<file path="src/rtl/sdspi_cmd_pkg.sv">
package sdspi_cmd_pkg;

    localparam int          FRAME_LEN = 6;
    localparam logic [7:0]  FILL_BYTE = 8'hFF;
    localparam logic [7:0]  CMD_MARK  = 8'h40;

    typedef enum logic [2:0] {
        ST_IDLE,
        ST_LEAD,
        ST_FRAME,
        ST_POLL,
        ST_EXTRA,
        ST_TAIL
    } eng_state_e;

    typedef struct packed {
        logic [5:0]  idx;
        logic [31:0] arg;
        logic [7:0]  chk;
        logic        want_word;
        logic        hold_cs;
    } sd_req_t;

    // Byte at position pos (0..5) of the outgoing command frame.
    function automatic logic [7:0] frame_byte(sd_req_t rq, logic [2:0] pos);
        logic [7:0] b;
        case (pos)
            3'd0:    b = CMD_MARK | {2'b00, rq.idx};
            3'd1:    b = rq.arg[31:24];
            3'd2:    b = rq.arg[23:16];
            3'd3:    b = rq.arg[15:8];
            3'd4:    b = rq.arg[7:0];
            default: b = rq.chk;
        endcase
        return b;
    endfunction

    // A status byte is valid only when its top bit is clear.
    function automatic logic stat_valid(logic [7:0] s);
        return ~s[7];
    endfunction

    function automatic logic stat_idle(logic [7:0] s);
        return stat_valid(s) & s[0];
    endfunction

    // Error group: illegal command, CRC, erase sequence, address, parameter.
    function automatic logic stat_fault(logic [7:0] s);
        return stat_valid(s) & (|s[6:2]);
    endfunction

endpackage

</file>
<file path="src/rtl/sdspi_frame_mux.sv">
module sdspi_frame_mux
    import sdspi_cmd_pkg::*;
#(
    parameter int POS_W = 3
) (
    input  sd_req_t          req,
    input  logic             sel_frame,
    input  logic [POS_W-1:0] pos,
    output logic [7:0]       tx_byte
);
    always_comb begin
        tx_byte = FILL_BYTE;
        if (sel_frame) begin
            tx_byte = frame_byte(req, pos[2:0]);
        end
    end
endmodule

</file>
<file path="src/rtl/sdspi_poll_counter.sv">
module sdspi_poll_counter #(
    parameter int MAX_POLL = 5000
) (
    input  logic clk,
    input  logic rst,
    input  logic clr,
    input  logic step,
    output logic last_try
);
    localparam int CNT_W = $clog2(MAX_POLL + 1);
    localparam logic [CNT_W-1:0] LAST_VAL = CNT_W'(MAX_POLL - 1);

    logic [CNT_W-1:0] cnt_q;

    always_ff @(posedge clk) begin
        if (rst || clr) begin
            cnt_q <= '0;
        end else if (step) begin
            cnt_q <= cnt_q + 1'b1;
        end
    end

    assign last_try = (cnt_q == LAST_VAL);
endmodule

</file>
<file path="src/rtl/sdspi_resp_capture.sv">
module sdspi_resp_capture
    import sdspi_cmd_pkg::*;
#(
    parameter int WORD_W = 32
) (
    input  logic              clk,
    input  logic              rst,
    input  logic              clr,
    input  logic              load_stat,
    input  logic              shift_word,
    input  logic [7:0]        rx,
    output logic [7:0]        stat,
    output logic [WORD_W-1:0] word
);
    always_ff @(posedge clk) begin
        if (rst || clr) begin
            stat <= FILL_BYTE;
            word <= '0;
        end else begin
            if (load_stat) begin
                stat <= rx;
            end
            if (shift_word) begin
                word <= {word[WORD_W-9:0], rx};
            end
        end
    end
endmodule

</file>
<file path="src/rtl/sdspi_cmd_engine.sv">
module sdspi_cmd_engine
    import sdspi_cmd_pkg::*;
#(
    parameter int MAX_POLL    = 5000,
    parameter int EXTRA_BYTES = 4
) (
    input  logic                     clk,
    input  logic                     rst,
    input  logic                     req_valid,
    output logic                     req_ready,
    input  logic [5:0]               req_cmd,
    input  logic [31:0]              req_arg,
    input  logic [7:0]               req_chk,
    input  logic                     req_word,
    input  logic                     req_hold_cs,
    output logic                     spi_start,
    output logic [7:0]               spi_tx,
    input  logic                     spi_done,
    input  logic [7:0]               spi_rx,
    output logic                     cs_n,
    output logic [7:0]               r1,
    output logic                     r1_in_idle,
    output logic                     r1_fault,
    output logic [8*EXTRA_BYTES-1:0] resp_word,
    output logic                     timeout,
    output logic                     done
);
    localparam int WORD_W  = 8 * EXTRA_BYTES;
    localparam int POS_MAX = (FRAME_LEN > EXTRA_BYTES) ? FRAME_LEN : EXTRA_BYTES;
    localparam int POS_W   = $clog2(POS_MAX);
    localparam logic [POS_W-1:0] FRAME_LAST = POS_W'(FRAME_LEN - 1);
    localparam logic [POS_W-1:0] EXTRA_LAST = POS_W'(EXTRA_BYTES - 1);

    eng_state_e       st_q;
    sd_req_t          req_q;
    logic [POS_W-1:0] pos_q;
    logic             wait_q;
    logic             cs_n_q;
    logic             done_q;
    logic             tmo_q;

    logic accept;
    logic byte_back;
    logic poll_hit;
    logic last_try;

    assign req_ready = (st_q == ST_IDLE);
    assign accept    = req_ready && req_valid;
    assign spi_start = (st_q != ST_IDLE) && !wait_q;
    assign byte_back = wait_q && spi_done;
    assign poll_hit  = (st_q == ST_POLL) && byte_back && stat_valid(spi_rx);

    sdspi_frame_mux #(.POS_W(POS_W)) u_mux (
        .req       (req_q),
        .sel_frame (st_q == ST_FRAME),
        .pos       (pos_q),
        .tx_byte   (spi_tx)
    );

    sdspi_poll_counter #(.MAX_POLL(MAX_POLL)) u_poll (
        .clk      (clk),
        .rst      (rst),
        .clr      (accept),
        .step     ((st_q == ST_POLL) && byte_back),
        .last_try (last_try)
    );

    sdspi_resp_capture #(.WORD_W(WORD_W)) u_cap (
        .clk        (clk),
        .rst        (rst),
        .clr        (accept),
        .load_stat  (poll_hit),
        .shift_word ((st_q == ST_EXTRA) && byte_back),
        .rx         (spi_rx),
        .stat       (r1),
        .word       (resp_word)
    );

    always_ff @(posedge clk) begin
        if (rst) begin
            st_q   <= ST_IDLE;
            req_q  <= '0;
            pos_q  <= '0;
            wait_q <= 1'b0;
            cs_n_q <= 1'b1;
            done_q <= 1'b0;
            tmo_q  <= 1'b0;
        end else begin
            done_q <= 1'b0;
            if (st_q == ST_IDLE) begin
                if (req_valid) begin
                    req_q  <= '{idx: req_cmd, arg: req_arg, chk: req_chk,
                               want_word: req_word, hold_cs: req_hold_cs};
                    cs_n_q <= 1'b0;
                    tmo_q  <= 1'b0;
                    pos_q  <= '0;
                    st_q   <= ST_LEAD;
                end
            end else if (!wait_q) begin
                wait_q <= 1'b1;
            end else if (spi_done) begin
                wait_q <= 1'b0;
                case (st_q)
                    ST_LEAD: begin
                        pos_q <= '0;
                        st_q  <= ST_FRAME;
                    end
                    ST_FRAME: begin
                        if (pos_q == FRAME_LAST) begin
                            pos_q <= '0;
                            st_q  <= ST_POLL;
                        end else begin
                            pos_q <= pos_q + 1'b1;
                        end
                    end
                    ST_POLL: begin
                        if (stat_valid(spi_rx)) begin
                            if (req_q.want_word) begin
                                pos_q <= '0;
                                st_q  <= ST_EXTRA;
                            end else if (req_q.hold_cs) begin
                                done_q <= 1'b1;
                                st_q   <= ST_IDLE;
                            end else begin
                                cs_n_q <= 1'b1;
                                st_q   <= ST_TAIL;
                            end
                        end else if (last_try) begin
                            tmo_q  <= 1'b1;
                            cs_n_q <= 1'b1;
                            st_q   <= ST_TAIL;
                        end
                    end
                    ST_EXTRA: begin
                        if (pos_q != EXTRA_LAST) begin
                            pos_q <= pos_q + 1'b1;
                        end else if (req_q.hold_cs) begin
                            done_q <= 1'b1;
                            st_q   <= ST_IDLE;
                        end else begin
                            cs_n_q <= 1'b1;
                            st_q   <= ST_TAIL;
                        end
                    end
                    default: begin
                        done_q <= 1'b1;
                        st_q   <= ST_IDLE;
                    end
                endcase
            end
        end
    end

    assign cs_n       = cs_n_q;
    assign done       = done_q;
    assign timeout    = tmo_q;
    assign r1_in_idle = stat_idle(r1);
    assign r1_fault   = stat_fault(r1);
endmodule

</file>
<file path="config.mk">
export PLATFORM = sky130hd
export DESIGN_NAME = sdspi_cmd_engine
export DESIGN_NICKNAME = d
export VERILOG_FILES = /design/src/rtl/sdspi_cmd_pkg.sv /design/src/rtl/sdspi_frame_mux.sv /design/src/rtl/sdspi_poll_counter.sv /design/src/rtl/sdspi_resp_capture.sv /design/src/rtl/sdspi_cmd_engine.sv
export SDC_FILE = /design/constraint.sdc
export NUM_CORES = 1
export LEC_CHECK = 0
export BUFFER_PORTS_ARGS = -buffer_cell sky130_fd_sc_hd__buf_2
export CORE_MARGIN = 1
export CORE_UTILIZATION = 45
export DETAILED_ROUTE_END_ITERATION = 10
export PLACE_DENSITY = 0.73
export SETUP_SLACK_MARGIN = 0.05
export SLEW_MARGIN = 20
export SYNTH_ARGS = -nofsm -noshare
export SYNTH_HDL_FRONTEND = slang
export SYNTH_HIERARCHICAL = 1
export SYNTH_SLANG_ARGS = --single-unit
</file>
<file path="constraint.sdc">
create_clock -name clk -period 2.05 [get_ports clk]
set_clock_uncertainty 0.05 [all_clocks]
set_input_delay 0.1025 -clock clk [delete_from_list [all_inputs] [get_ports clk]]
set_output_delay 0.1025 -clock clk [all_outputs]
set_load 0.05 [all_outputs]
</file>
==> impl_metrics.tcl, run 1 <==
set metrics [dict create \
    grt.total_usage_pct 23.49 \
    syn-instance-count 564 \
    drt_iter0_drc 396 \
    yosysTopAreaCellShare_pct 44.81 \
    die_x_um 107.0 \
    ys_seq_elements 111 \
    first_pass_iters 6 \
    place_hpwl_um 8879 \
    io_pins 115 \
    syn_area_um2 4959 \
    maxCapViolCount 0 \
    period_share_pct 97.48 \
    synth.area.top_cells "dfxtp_1 45%, mux2i_1 11%, nand2_1 8.6%, a21oi_1 6.1%, nor2_1 3.7%" \
    grt_pass1_vias 4419 \
    cts_made_buffers 9 \
    required_ps 1900 \
    fill_cells 844 \
    yosysTopAreaCell "dfxtp_1" \
    clk-insertion-delay-late_ps 380 \
    synth-edff-count 0 \
    syn_to_final_growth_pct 33.54 \
    switchingPower_mw 1.549 \
    antenna_left 0 \
    h-tree-depth 3 \
    synthTopCellsByCount "114 x nand2_1, 111 x dfxtp_1, 60 x a21oi_1" \
    num-nets-final 799 \
    synthesis.nets 628 \
    synth.most_common_cell "nand2_1" \
    slew_headroom_pct 53.64 \
    rsz0062_at_grt "yes" \
    ys.flop_type "dfxtp_1" \
    crit_fanout 5 \
    placed_cell_area_um2 5702 \
    clkPwrFrac_pct 28.8 \
    seqPwrFrac_pct 48.9 \
    fin_hold_ws_ps 17.84 \
    final_max_slew_viol_count 0 \
    grt_pass1_wl_um 21270 \
    finalSetupViolCount 0 \
    status "finished, final reports clean" \
    avgSynthCellArea_um2 8.792 \
    peakVddDrop_v 0.0004380 \
    cts_tree "built" \
    p_leak_nw 2.619 \
    final_layout_size_suffix_gt1_share_pct 26.49 \
    drt_wl_total_um 13460 \
    post-route-drc-count 0 \
    critical-path-top-delay-family "multiplexers" \
    clock_sinks 111 \
    worst_path_max_delay_cell "mux4_2" \
    clk_path_buf_depth 2 \
    routabilityCongestion 0.8638 \
    multiInputGateArea_um2 2532 \
    final_util_pct 63.01 \
    dieArea_um2 11440 \
    seqCellArea_um2 2235 \
    initial_core_util_pct 47.18 \
    yosysSeqAreaShare_pct 44.81 \
    ys_types 61 \
    yosysWarnings 6 \
    hold_viol_final 0 \
    grt_max_degree 39 \
    netSwitchingFraction_pct 31.86 \
    gr-total-overflow 0 \
    antenna_found_initial 0 \
    critical_path.cell_chain "mux4_2, nor2b_4, a211o_1, buf_6" \
    place_inst 801 \
    start_kind "register" \
    p_comb_share_pct 22.3 \
    wl_per_cell_um 15.36 \
    async_reset_ff_share_pct 0 \
    slowest_delay_ps 500 \
    finalPower_mw 4.862 \
    io_buffers 114 \
    routed_via_density 5.357 \
    crit_buf_inv 1 \
    core_um2 10510 \
    ff2ff_setup_slack_ps 170 \
    hp-class "input port to register" \
    end_kind "primary output" \
    vias 4693 \
    clock.fmax_ghz 0.5004 \
    intPower_mw 3.313 \
    cts-root-buf "clkbuf_8" \
    arrival_ps 1850 \
    clk_pin_slew_worst_paths_ps 100 \
    min_period_ps 1998 \
    power_density_nw_per_um2 734.3 \
    tightestPinTransition_ps 695.4 \
    path_class "register to primary output" \
    antenna_cells 0 \
    row_count 37 \
    final_cells 876 \
    fin_area_um2 6621 \
    chipHeight_um 107.0 \
]
-- sequential cells by signal (all words and copies together) (netlist names) --
| signal | count |
|---|---|
| wait_q | 1 |
| u_cap/stat | 8 |
| req_q | 48 |
| done | 1 |
| timeout | 1 |
| pos_q | 3 |
| st_q | 3 |
| cs_n | 1 |
| u_poll/cnt_q | 13 |
| u_cap/word | 32 |
-- stage by stage --
step           setup slack, ps  TNS (ps)
2_1_floorplan            69.45         0
3_3_place_gp             216.3         0
3_5_place_dp             154.0         0
4_1_cts                  9.665         0
5_1_grt                 -6.910    -7.827
6_report                 51.62         0
-- power by group through the flow --
stage	clock network (mW)	logic (mW)	registers (mW)
6_report	1.40	1.08	2.38
4_1_cts	1.43	1.05	2.36
3_5_place_dp	0	0.936	2.41
3_3_place_gp	0	0.919	2.41
2_1_floorplan	0	0.696	2.40
5_1_grt	1.52	1.17	2.39
-- worst register-to-register path: stages (launching register included) --
cell	delay (ps)
dfxtp_4	380
or4b_1	610
clkinv_4	280
or2_1	200
buf_12	190
nor2_1	80
-- final cells by class --
class,count,share of cell area (%)
Inverter,9,0.6236
Timing Repair Buffer,198,21.64
Sequential cell,111,33.75
Clock buffer,9,1.871
Clock inverter,7,1.304
Tap cell,136,2.570
Multi-Input combinational cell,406,38.25
-- placed cells by master (no fill, tap or decap), drive strengths merged, types with 2 or more instances in the layout --
| cell type | instances |
|---|---|
| nand2 | 114 |
| a21oi | 60 |
| and4 | 4 |
| xor2 | 2 |
| o21a | 8 |
| nand2b | 9 |
| nand3b | 9 |
| dfxtp | 111 |
| nand3 | 8 |
| dlygate4sd3 | 55 |
| nor3b | 2 |
| nand4 | 4 |
| nor4 | 3 |
| a221o | 2 |
| a221oi | 5 |
| inv | 13 |
| mux2 | 7 |
| o21ai | 15 |
| or3 | 6 |
| nor3 | 6 |
| nor2 | 50 |
| mux2i | 54 |
| nor2b | 4 |
| ha | 4 |
| a2111oi | 3 |
| clkbuf | 10 |
| buf | 142 |
| a21o | 2 |
| or2 | 4 |
-- kinds of logic after synthesis --
group,after synthesis,synth area share [%]
simple gates,230,21.75
flops,111,44.81
fa+ha+maj,4,1.009
compound gates,107,13.17
xor+xnor,3,0.5300
mux,62,12.94
buf+inv,47,5.779
-- routing by layer --
metal,track usage (%),share of wire [%],vias up
li1,-,-,2295
met1,30.96,44,2206
met2,38.62,48,167
met3,3.465,5.5,25
met4,9.295,2.2,0
met5,0,0,-
-- repair_timing --
item,4_1_cts,5_1_grt
endpoints found under the hold margin,62,0
pin swaps,1,3
gates cloned,0,0
gates resized for setup,23,17
buffers inserted,2,2
hold buffers,55,0
endpoints found under the setup margin,7,15
-- final timing paths --
check,start,to,cells past startpoint
worst max-delay path,pos_q[0],spi_tx[5],4
worst min-delay path,spi_rx[7],u_cap/stat[7],3
worst max register to register,st_q[0],u_cap/word[1],5
worst min register to register,req_q[28],req_q[28],2
No activity file was read; power rests on OpenSTA's default activity.
==> run 2, diff against run 1 <==
CELL_PAD_IN_SITES_DETAIL_PLACEMENT = 0   (was unset)
CELL_PAD_IN_SITES_GLOBAL_PLACEMENT = 1   (was unset)
CORE_UTILIZATION = 36   (was 45)
PLACE_DENSITY = 0.78   (was 0.73)
==> run 2 against run 1 <==
Critical path depth unchanged. Non-clock buffer count unchanged. Die area up 25%. Combinational power about the same. Critical path type unchanged.
==> impl_metrics.tcl, run 2 (same netlist as run 1, synthesis figures left out) <==
set metrics [dict create \
    intPower_mw 3.703 \
    grt_pass1_vias 4252 \
    h-tree-depth 3 \
    reg2reg_from "u_poll/cnt_q[0]" \
    maxCapViolCount 0 \
    final_layout_size_suffix_gt1_share_pct 26.35 \
    routed_via_density 5.015 \
    critical-path-top-delay-family "multiplexers" \
    clk-insertion-delay-late_ps 350 \
    largest-register "req_q" \
    seqPwrFrac_pct 44.9 \
    worst_path_max_delay_cell "mux4_2" \
    antenna_found_initial 1 \
    worstHoldStart "spi_rx[7]" \
    fill_cells 1280 \
    hold_viol_final 0 \
    top_regs "req_q x48, u_cap/word x32, u_poll/cnt_q x13" \
    io_buffers 114 \
    antenna_left 0 \
    grt_max_degree 38 \
    period_share_pct 95.97 \
    wl_met2_um 5871 \
    grt_pass1_wl_um 21020 \
    highest_layer "met4" \
    clkPwrFrac_pct 34.9 \
    initial_core_util_pct 37.15 \
    antenna_cells 0 \
    start_kind "register" \
    clk_pin_slew_worst_paths_ps 70 \
    wl_per_cell_um 14.27 \
    clock_sinks 111 \
    vias 4594 \
    dieArea_um2 14250 \
    crit_fanout 6 \
    gr-total-overflow 0 \
    num-nets-final 799 \
    switchingPower_mw 1.573 \
    drt_wl_total_um 13070 \
    met1Wirelength_um 6316 \
    critical_path.cell_chain "mux4_2, nor2b_4, a211o_1, buf_6" \
    syn_to_final_growth_pct 36.26 \
    routabilityCongestion 0.8918 \
    clk_path_buf_depth 2 \
    final_common_cell "nand2_1" \
    min_period_ps 1967 \
    cts_tree "built" \
    final_max_slew_viol_count 0 \
    required_ps 1900 \
    row_count 42 \
    finalSetupViolCount 0 \
    rsz0062_at_grt "yes" \
    grt.total_usage_pct 18.51 \
    cts_made_buffers 9 \
    arrival_ps 1810 \
    finalPower_mw 5.276 \
    setup-tns-final_ps 0 \
    tightestPinTransition_ps 661.2 \
    end_kind "primary output" \
    netSwitchingFraction_pct 29.81 \
    path_class "register to primary output" \
    final_cell_mix "114 x nand2_1, 108 x dfxtp_1, 107 x buf_2" \
    core_um2 13350 \
    met3RoutedLength_um 635 \
    first_pass_iters 5 \
    drt_iter0_drc 250 \
    p_comb_share_pct 20.1 \
    peakVddDrop_v 0.0003994 \
    io_pins 115 \
    place_hpwl_um 9065 \
    largest_register_ff_count 48 \
    p_leak_nw 2.668 \
    crit_buf_inv 1 \
    hp-class "input port to register" \
    status "finished, final reports clean" \
    slew_headroom_pct 55.92 \
    die_x_um 119.4 \
    power_density_nw_per_um2 781.0 \
    crit_start "pos_q[0]" \
    clock.fmax_ghz 0.5083 \
    chipHeight_um 119.4 \
    cts-root-buf "clkbuf_16" \
    ff2ff_setup_slack_ps 130 \
    slowest_delay_ps 510 \
    post-route-drc-count 0 \
    final_util_pct 50.62 \
]
==> run 2: cell types whose count changed in the layout (fill, tap and decap cells not counted), moves of 2 or more <==
cell / delta
inv_6: -3
clkbuf_8: -8
mux2_2: +2
clkbuf_16: +10
mux2_4: -2
o21ai_1: -2
==> run 2: cell type report <==
type	instances	area [um2]	area share, %
Sequential cell	111	2231	33.02
Clock inverter	6	76.32	1.130
Tap cell	176	220.2	3.259
Clock buffer	10	239.0	3.537
Multi-Input combinational cell	406	2517	37.26
Timing Repair Buffer	198	1434	21.22
Inverter	9	38.79	0.5741
==> run 2: worst register-to-register path, stage by stage (launching register included) <==
cell and delay [ps]:
dfxtp_1 360, ha_1 280, and4_1 220, o311a_1 350, o21a_1 240, a2111oi_2 310
==> run 2: per-stage QoR <==
step | setup slack (ps) | std cells | area (um2) | hold WS (ps)
2_1_floorplan | 69.45 | 564 | 4964 | 181.0
5_1_grt | 26.32 | 916 | 6756 | 89.14
3_3_place_gp | 172.5 | 839 | 5724 | 297.3
4_1_cts | 59.73 | 915 | 6693 | 55.13
6_report | 82.60 | 916 | 6756 | 73.86
3_5_place_dp | 106.9 | 839 | 5724 | 298.5
==> run 2: worst paths after layout <==
kind | to | depth (start not counted)
setup / recovery | spi_tx[5] | 4
hold / removal | u_cap/stat[7] | 3
setup reg to reg | st_q[0] | 5
hold reg to reg | req_q[29] | 2
==> run 2: power groups by stage <==
stage	Sequential, mW	Clock [mW]	Combinational (mW)
2_1_floorplan	2.40	0	0.696
3_3_place_gp	2.41	0	0.935
3_5_place_dp	2.42	0	0.946
4_1_cts	2.37	1.89	1.05
5_1_grt	2.39	1.98	1.17
6_report	2.37	1.84	1.06
==> run 2: metal layers <==
metal	vias to the layer above	global-route usage (%)
li1	2293	-
met1	2161	25.37
met2	122	28.52
met3	18	3.352
met4	0	7.656
met5	-	0
==> run 2: repair_timing <==
item                                    in CTS  in global routing
pin swaps                                    1                  2
endpoints found under the hold margin       62                  0
endpoints found under the setup margin       8                 46
hold buffers                                55                  0
gates cloned                                 0                  1
gates resized for setup                     19                 13
buffers inserted                             5                  0
